File: config.mk
export PLATFORM = sky130hd
export DESIGN_NAME = ac_resp_shifter
export DESIGN_NICKNAME = d
export VERILOG_FILES = /design/src/rtl/ac_pkg.sv /design/src/rtl/ac_rx_track.sv /design/src/rtl/ac_tx_shift.sv /design/src/rtl/ac_resp_shifter.sv
export SDC_FILE = /design/constraint.sdc
export NUM_CORES = 1
export LEC_CHECK = 0
export ABC_AREA = 0
export CORE_MARGIN = 4
export CORE_UTILIZATION = 40
export CTS_CLUSTER_DIAMETER = 80
export CTS_CLUSTER_SIZE = 24
export DETAILED_ROUTE_END_ITERATION = 8
export PLACE_DENSITY = 0.69
export SETUP_SLACK_MARGIN = 0.4
export SYNTH_ARGS = -nofsm -noshare
export SYNTH_HDL_FRONTEND = slang
export SYNTH_SLANG_ARGS = --single-unit
File: constraint.sdc
create_clock -name clk -period 3.4 [get_ports clk]
set_input_delay 1.02 -clock clk [delete_from_list [all_inputs] [get_ports clk]]
set_output_delay 1.02 -clock clk [all_outputs]
set_load 0.03 [all_outputs]
File: src/rtl/ac_pkg.sv
package ac_pkg;
    localparam int HDR_BITS = 16;

    function automatic logic odd_par(input logic [7:0] b);
        return ~^b;
    endfunction
endpackage

File: src/rtl/ac_rx_track.sv
module ac_rx_track #(
    parameter int EXT_BITS = 40,
    parameter int CNT_W    = 7,
    parameter int POS_W    = 6
) (
    input  logic                clk,
    input  logic                rst_n,
    input  logic                clr,
    input  logic                take,
    input  logic                bit_in,
    input  logic [EXT_BITS-1:0] ext,
    output logic [CNT_W-1:0]    cnt,
    output logic [7:0]          nvb,
    output logic                bad
);
    typedef struct packed {
        logic [CNT_W-1:0] cnt;
        logic [7:0]       nvb;
        logic             bad;
    } rx_st_t;

    rx_st_t q, d;
    logic [POS_W-1:0] idx;

    always_comb begin
        d   = q;
        idx = POS_W'(q.cnt - CNT_W'(ac_pkg::HDR_BITS));
        if (clr) begin
            d = '0;
        end else if (take) begin
            if (q.cnt >= CNT_W'(8) && q.cnt < CNT_W'(ac_pkg::HDR_BITS)) begin
                d.nvb[q.cnt[2:0]] = bit_in;
            end else if (q.cnt >= CNT_W'(ac_pkg::HDR_BITS)) begin
                if (int'(q.cnt) - ac_pkg::HDR_BITS >= EXT_BITS)
                    d.bad = 1'b1;
                else if (bit_in != ext[idx])
                    d.bad = 1'b1;
            end
            if (q.cnt != '1)
                d.cnt = q.cnt + 1'b1;
        end
    end

    always_ff @(posedge clk or negedge rst_n) begin
        if (!rst_n) q <= '0;
        else        q <= d;
    end

    assign cnt = q.cnt;
    assign nvb = q.nvb;
    assign bad = q.bad;

    // the bit count only grows within a frame
    p_cnt_grows_r2: assert property (@(posedge clk) disable iff (!rst_n)
        !clr |=> cnt >= $past(cnt));
endmodule

File: src/rtl/ac_tx_shift.sv
module ac_tx_shift #(
    parameter int EXT_BITS = 40,
    parameter int POS_W    = 6
) (
    input  logic                clk,
    input  logic                rst_n,
    input  logic                start,
    input  logic [POS_W-1:0]    start_pos,
    input  logic [EXT_BITS-1:0] ext,
    output logic                tx_valid,
    output logic                tx_bit,
    output logic                done
);
    localparam logic [POS_W-1:0] LAST = POS_W'(EXT_BITS - 1);

    typedef struct packed {
        logic             active;
        logic             par;
        logic             nopar;
        logic [POS_W-1:0] pos;
        logic             done;
    } tx_st_t;

    tx_st_t q, d;
    logic [7:0] cur_byte;

    always_comb begin
        d      = q;
        d.done = 1'b0;
        if (!q.active) begin
            if (start) begin
                d.active = 1'b1;
                d.pos    = start_pos;
                d.par    = 1'b0;
                d.nopar  = (start_pos[2:0] != 3'd0);
            end
        end else if (q.par) begin
            d.par = 1'b0;
            if (q.pos == LAST) begin
                d.active = 1'b0;
                d.done   = 1'b1;
            end else begin
                d.pos = q.pos + 1'b1;
            end
        end else if (q.pos[2:0] == 3'd7) begin
            if (q.nopar) begin
                d.nopar = 1'b0;
                if (q.pos == LAST) begin
                    d.active = 1'b0;
                    d.done   = 1'b1;
                end else begin
                    d.pos = q.pos + 1'b1;
                end
            end else begin
                d.par = 1'b1;
            end
        end else begin
            d.pos = q.pos + 1'b1;
        end
    end

    always_ff @(posedge clk or negedge rst_n) begin
        if (!rst_n) q <= '0;
        else        q <= d;
    end

    assign cur_byte = ext[{q.pos[POS_W-1:3], 3'b000} +: 8];
    assign tx_valid = q.active;
    assign tx_bit   = q.active & (q.par ? ac_pkg::odd_par(cur_byte) : ext[q.pos]);
    assign done     = q.done;

    // inside a byte the pointer advances one bit per cycle without gaps
    p_step_r3: assert property (@(posedge clk) disable iff (!rst_n)
        (tx_valid && !q.par && q.pos[2:0] != 3'd7) |=> (tx_valid && !q.par && q.pos == $past(q.pos) + 1'b1));
    // done follows the last transmitted bit with the line idle
    p_done_after_tx_r10: assert property (@(posedge clk) disable iff (!rst_n)
        done |-> ($past(tx_valid) && !tx_valid));
endmodule

File: src/rtl/ac_resp_shifter.sv
module ac_resp_shifter #(
    parameter int UID_BYTES = 4
) (
    input  logic                   clk,
    input  logic                   rst_n,
    input  logic                   rx_valid,
    input  logic                   rx_bit,
    input  logic                   rx_end,
    input  logic [8*UID_BYTES-1:0] uid,
    output logic                   tx_valid,
    output logic                   tx_bit,
    output logic                   done,
    output logic                   sel_ack
);
    localparam int EXT_BITS = 8 * (UID_BYTES + 1);
    localparam int POS_W    = $clog2(EXT_BITS);
    localparam int CNT_W    = $clog2(ac_pkg::HDR_BITS + EXT_BITS + 1) + 1;

    typedef struct packed {
        logic sel_ack;
    } top_st_t;

    top_st_t q, d;

    logic [EXT_BITS-1:0] ext;
    logic [7:0]          bcc;
    logic [CNT_W-1:0]    cnt;
    logic [7:0]          nvb;
    logic                bad;
    logic                take, clr, frame_ok, start;
    int                  k_i;

    always_comb begin
        bcc = '0;
        for (int j = 0; j < UID_BYTES; j++)
            bcc = bcc ^ uid[8*j +: 8];
    end

    for (genvar j = 0; j < UID_BYTES; j++) begin : g_ext
        assign ext[8*j +: 8] = uid[8*j +: 8];
    end
    assign ext[EXT_BITS-1 -: 8] = bcc;

    assign take = rx_valid & ~rx_end & ~tx_valid;
    assign clr  = rx_end & ~tx_valid;

    ac_rx_track #(.EXT_BITS(EXT_BITS), .CNT_W(CNT_W), .POS_W(POS_W)) u_rx (
        .clk(clk), .rst_n(rst_n), .clr(clr), .take(take), .bit_in(rx_bit),
        .ext(ext), .cnt(cnt), .nvb(nvb), .bad(bad)
    );

    always_comb begin
        k_i      = (int'(nvb[7:4]) - 2) * 8 + int'(nvb[3:0]);
        frame_ok = (int'(cnt) >= ac_pkg::HDR_BITS) && (nvb[7:4] >= 4'd2) &&
                   (nvb[3:0] <= 4'd7) && (k_i <= EXT_BITS) &&
                   (int'(cnt) == ac_pkg::HDR_BITS + k_i) && !bad;
        start    = clr && frame_ok && (k_i < EXT_BITS);
        d        = q;
        d.sel_ack = clr && frame_ok && (k_i == EXT_BITS);
    end

    always_ff @(posedge clk or negedge rst_n) begin
        if (!rst_n) q <= '0;
        else        q <= d;
    end

    ac_tx_shift #(.EXT_BITS(EXT_BITS), .POS_W(POS_W)) u_tx (
        .clk(clk), .rst_n(rst_n), .start(start), .start_pos(POS_W'(k_i)),
        .ext(ext), .tx_valid(tx_valid), .tx_bit(tx_bit), .done(done)
    );

    assign sel_ack = q.sel_ack;

    // acknowledge only right after an end-of-frame strobe
    p_sel_after_end_r9: assert property (@(posedge clk) disable iff (!rst_n)
        sel_ack |-> $past(rx_end));
    // no transmission together with the acknowledge
    p_sel_quiet_r9: assert property (@(posedge clk) disable iff (!rst_n)
        sel_ack |-> !tx_valid);
    // an end strobe while sending cannot raise an acknowledge
    p_busy_ignores_end_r11: assert property (@(posedge clk) disable iff (!rst_n)
        (tx_valid && rx_end) |=> !sel_ack);
endmodule

==> flow_summary.yaml <==
sta:
  setup_viol: 1
  final_max_slew_viol_count: 0
  max_freq_ghz: 0.248
  tns_ns: -0.636
  rsz0062_at_grt: "yes"
  slew_headroom: 0.627
  finalHoldViolations: 0
  min_period_ns: 4.04
  layout_setup_ws_ns: -0.636
  final_min_period_over_clock_period: 1.19
  worst-slew-pin-transition_ns: 0.554
  clock_skew_ns: 0.00442
logic_synthesis:
  ys_seq_area_frac: 0.205
  synth-compound-area-share: 0.151
  yosys_register_bits: 27
  syn-cell-area_sq_um: 3300
  avgSynthCellArea_sq_um: 9.77
  ys_top_cells_by_area: "dfrtp_1 (20%), mux4_2 (16%), xnor2_1 (7.4%)"
  synth_top_family_by_area: "multiplexers"
  synthXorXnorAreaFrac: 0.121
  netlist.top_cell.by_area: "dfrtp_1"
  synth_top_area_frac: 0.205
  synthMuxAreaShare: 0.224
  synth-simple-area-share: 0.168
  synthDistinctLibCells: 62
  synth_cells: 338
  synthArstFlopShare: 1.00
  synth_fa_ha_area_frac: 0.0644
  ys.flop_type: "dfrtp_1"
  synth_edf_count: 0
  yosys_warnings: 0
  syn-num-nets: 392
clock_tree:
  ctsLongestPathBuffers: 2
  path_clk_slew_ns: 0.09
  cts_tree: "done"
  numClockSinks: 27
  cts_buffers: 3
  cts_root_buffer: "clkbuf_8"
  clk_latency_ns: 0.28
  ctsHtreeMaxLevel: 1
drt:
  drtIter0Drc: 227
  drc_errors: 0
  wl_per_cell_microns: 18.1
  dr.pass1.iters: 4
  drt-vias-per-instance: 5.81
  vias: 3087
  final_antenna_net_count: 0
  routed_wl_microns: 9620
place:
  placed_cells: 514
  hpwl_microns: 7310
  gp_congestion: 0.909
  port_buffers: 40
finish:
  layout.cells.non_filler: 531
  antenna_cells: 0
  final_nets: 484
  utilization: 0.550
  area_growth_pct: 31.3
  drive_gt1_frac: 0.382
die:
  rows: 32
  die_area_sq_um: 9770
  initial_utilization: 0.418
  core_area_sq_um: 7890
  die_x_microns: 98.8
  die_y_microns: 98.8
  ios: 41
worst_setup_path:
  worstSetupEndpointType: "output pin"
  worstRegToRegCells: 10
  cp-start-kind: "primary input"
  cp_data_required_time_ns: 2.38
  crit_fanout: 3
  criticalPathCategory: "primary input to output pin"
  arrival_ns: 3.02
status:
  outcome: "finished with violations"
  violations: "setup timing"
grt:
  overflow: 0
  antenna_found_initial: 0
  grt_max_degree: 28
  track_usage: 0.200
  grt_pass1_vias: 3093
  grt_pass1_wl_microns: 16000
run:
  max_cap_viol_count: 0
worst_hold_path:
  hold_path_class: "flop to flop"
  min_path_cells: 2
power_and_ir_drop:
  p_leak_nw: 1.87
  powerDensity_nw_per_um2: 212
  vdd_drop_max_uv: 129
==> worst max-delay path, cell delays in order <==
cell     delay [ns]
buf_8          0.10
buf_6          0.10
mux4_2         0.45
mux4_2         0.49
mux2i_1        0.17
nor2_1         0.07
o31ai_1        0.25
buf_4          0.16
a21oi_4        0.04
buf_12         0.15
==> placed cells by master (no fill, tap or decap), drive strengths merged, types with 3 or more instances in the layout <==
master	n
a211oi	5
a21oi	17
a31oi	3
and2	4
and3	5
buf	85
clkbuf	17
clkdlybuf4s50	6
dfrtp	27
ha	17
inv	16
mux2i	11
mux4	27
nand2	14
nand3	15
nand3b	3
nand4	4
nor2	26
nor3	12
nor3b	7
nor4	5
o21ai	17
o31ai	4
o41ai	3
or3	5
xnor2	29
xor2	13
==> synth_stat cells (3+ instances only) <==
library cell and count:
nand3b_1 3, nor4_1 5, o31ai_1 3, nor3_1 11, nand4_1 4, ha_1 17
o41ai_1 3, nand3_1 15, dfrtp_1 27, and2_1 4, a211oi_1 5, nor3b_1 7
nand2_1 13, mux4_2 24, xnor2_1 28, mux4_1 3, a31oi_1 3, nor2_1 26
inv_1 15, clkbuf_1 5, and3_1 5, buf_2 3, a21oi_1 17, or3_1 3
xor2_1 13, buf_6 7, mux2i_1 11, o21ai_0 15
==> registers in the layout, indices dropped and copies added, names as in the netlist <==
register / cells
u_tx.q: 8
u_rx.bad: 1
sel_ack: 1
u_rx.nvb: 8
u_tx.tx_valid: 1
u_rx.cnt: 7
u_tx.done: 1
==> stage by stage <==
step / area, sq um / hold WS, ns / setup WS [ns] / total power [W]
floorplan: 3320 / 0.504 / -0.193 / 0.000539
global placement: 4110 / 0.555 / -0.882 / 0.000691
detailed placement: 4110 / 0.568 / -0.922 / 0.000699
CTS: 4340 / 0.590 / -0.594 / 0.000921
global route: 4340 / 0.636 / -0.710 / 0.000965
finish: 4340 / 0.602 / -0.636 / 0.000920
==> cell families (layout without fill, tap and decap cells) <==
| family | after synthesis | count (layout) |
|---|---|---|
| XOR/XNOR | 43 | 43 |
| AO/OA/AOI/OAI | 70 | 70 |
| multiplexers | 39 | 39 |
| flip-flops | 27 | 27 |
| AND/OR/NAND/NOR | 105 | 105 |
| buffers and inverters | 37 | 128 |
| adder cells (fa/ha/maj) | 17 | 17 |
==> per-layer routing <==
metal | vias to the layer above | part of all wire | track usage
met2 | 97 | 0.50 | 0.340
met1 | 1517 | 0.43 | 0.269
met5 | - | 0 | 0
li1 | 1459 | - | -
met3 | 14 | 0.049 | 0.0219
met4 | 0 | 0.018 | 0.0567
==> power breakdown <==
| group | internal (W) | total, W | switching [W] | leakage, nW |
|---|---|---|---|---|
| sequential | 0.000323 | 0.000330 | 0.00000752 | 0.355 |
| combinational | 0.000224 | 0.000402 | 0.000177 | 1.49 |
| clock | 0.0000824 | 0.000188 | 0.000106 | 0.0255 |
| total | 0.000630 | 0.000920 | 0.000290 | 1.87 |
==> what timing repair did <==
| item | in CTS | in global routing |
|---|---|---|
| hold buffers | 0 | 0 |
| setup buffers | 10 | 3 |
| resized for setup | 139 | 27 |
| endpoints found under the setup margin | 10 | 8 |
| cloned | 0 | 0 |
| pin swaps | 18 | 4 |
==> cell type report <==
type	count	area [sq um]
fillers	703	3550
repair buffers	107	851
inverters	17	63.8
clock inverters	1	5.00
flip-flops and latches	27	676
well taps	102	128
clock buffers	3	41.3
multi-input cells	274	2570
==> final timing paths <==
| path | start | endpoint | slack (ns) |
|---|---|---|---|
| max | uid[27] | tx_bit | -0.64 |
| min | u_tx.q[7] | u_tx.q[7] | 0.60 |
| max reg2reg | u_rx.nvb[5] | u_tx.q[5] | 0.60 |
| min reg2reg | u_tx.q[7] | u_tx.q[7] | 0.60 |
| max in group asynchronous | rst_n | u_tx.q[6] | 2.03 |
| min in group asynchronous | rst_n | u_rx.cnt[6] | 1.11 |
Power figures use the tool's default switching activity.
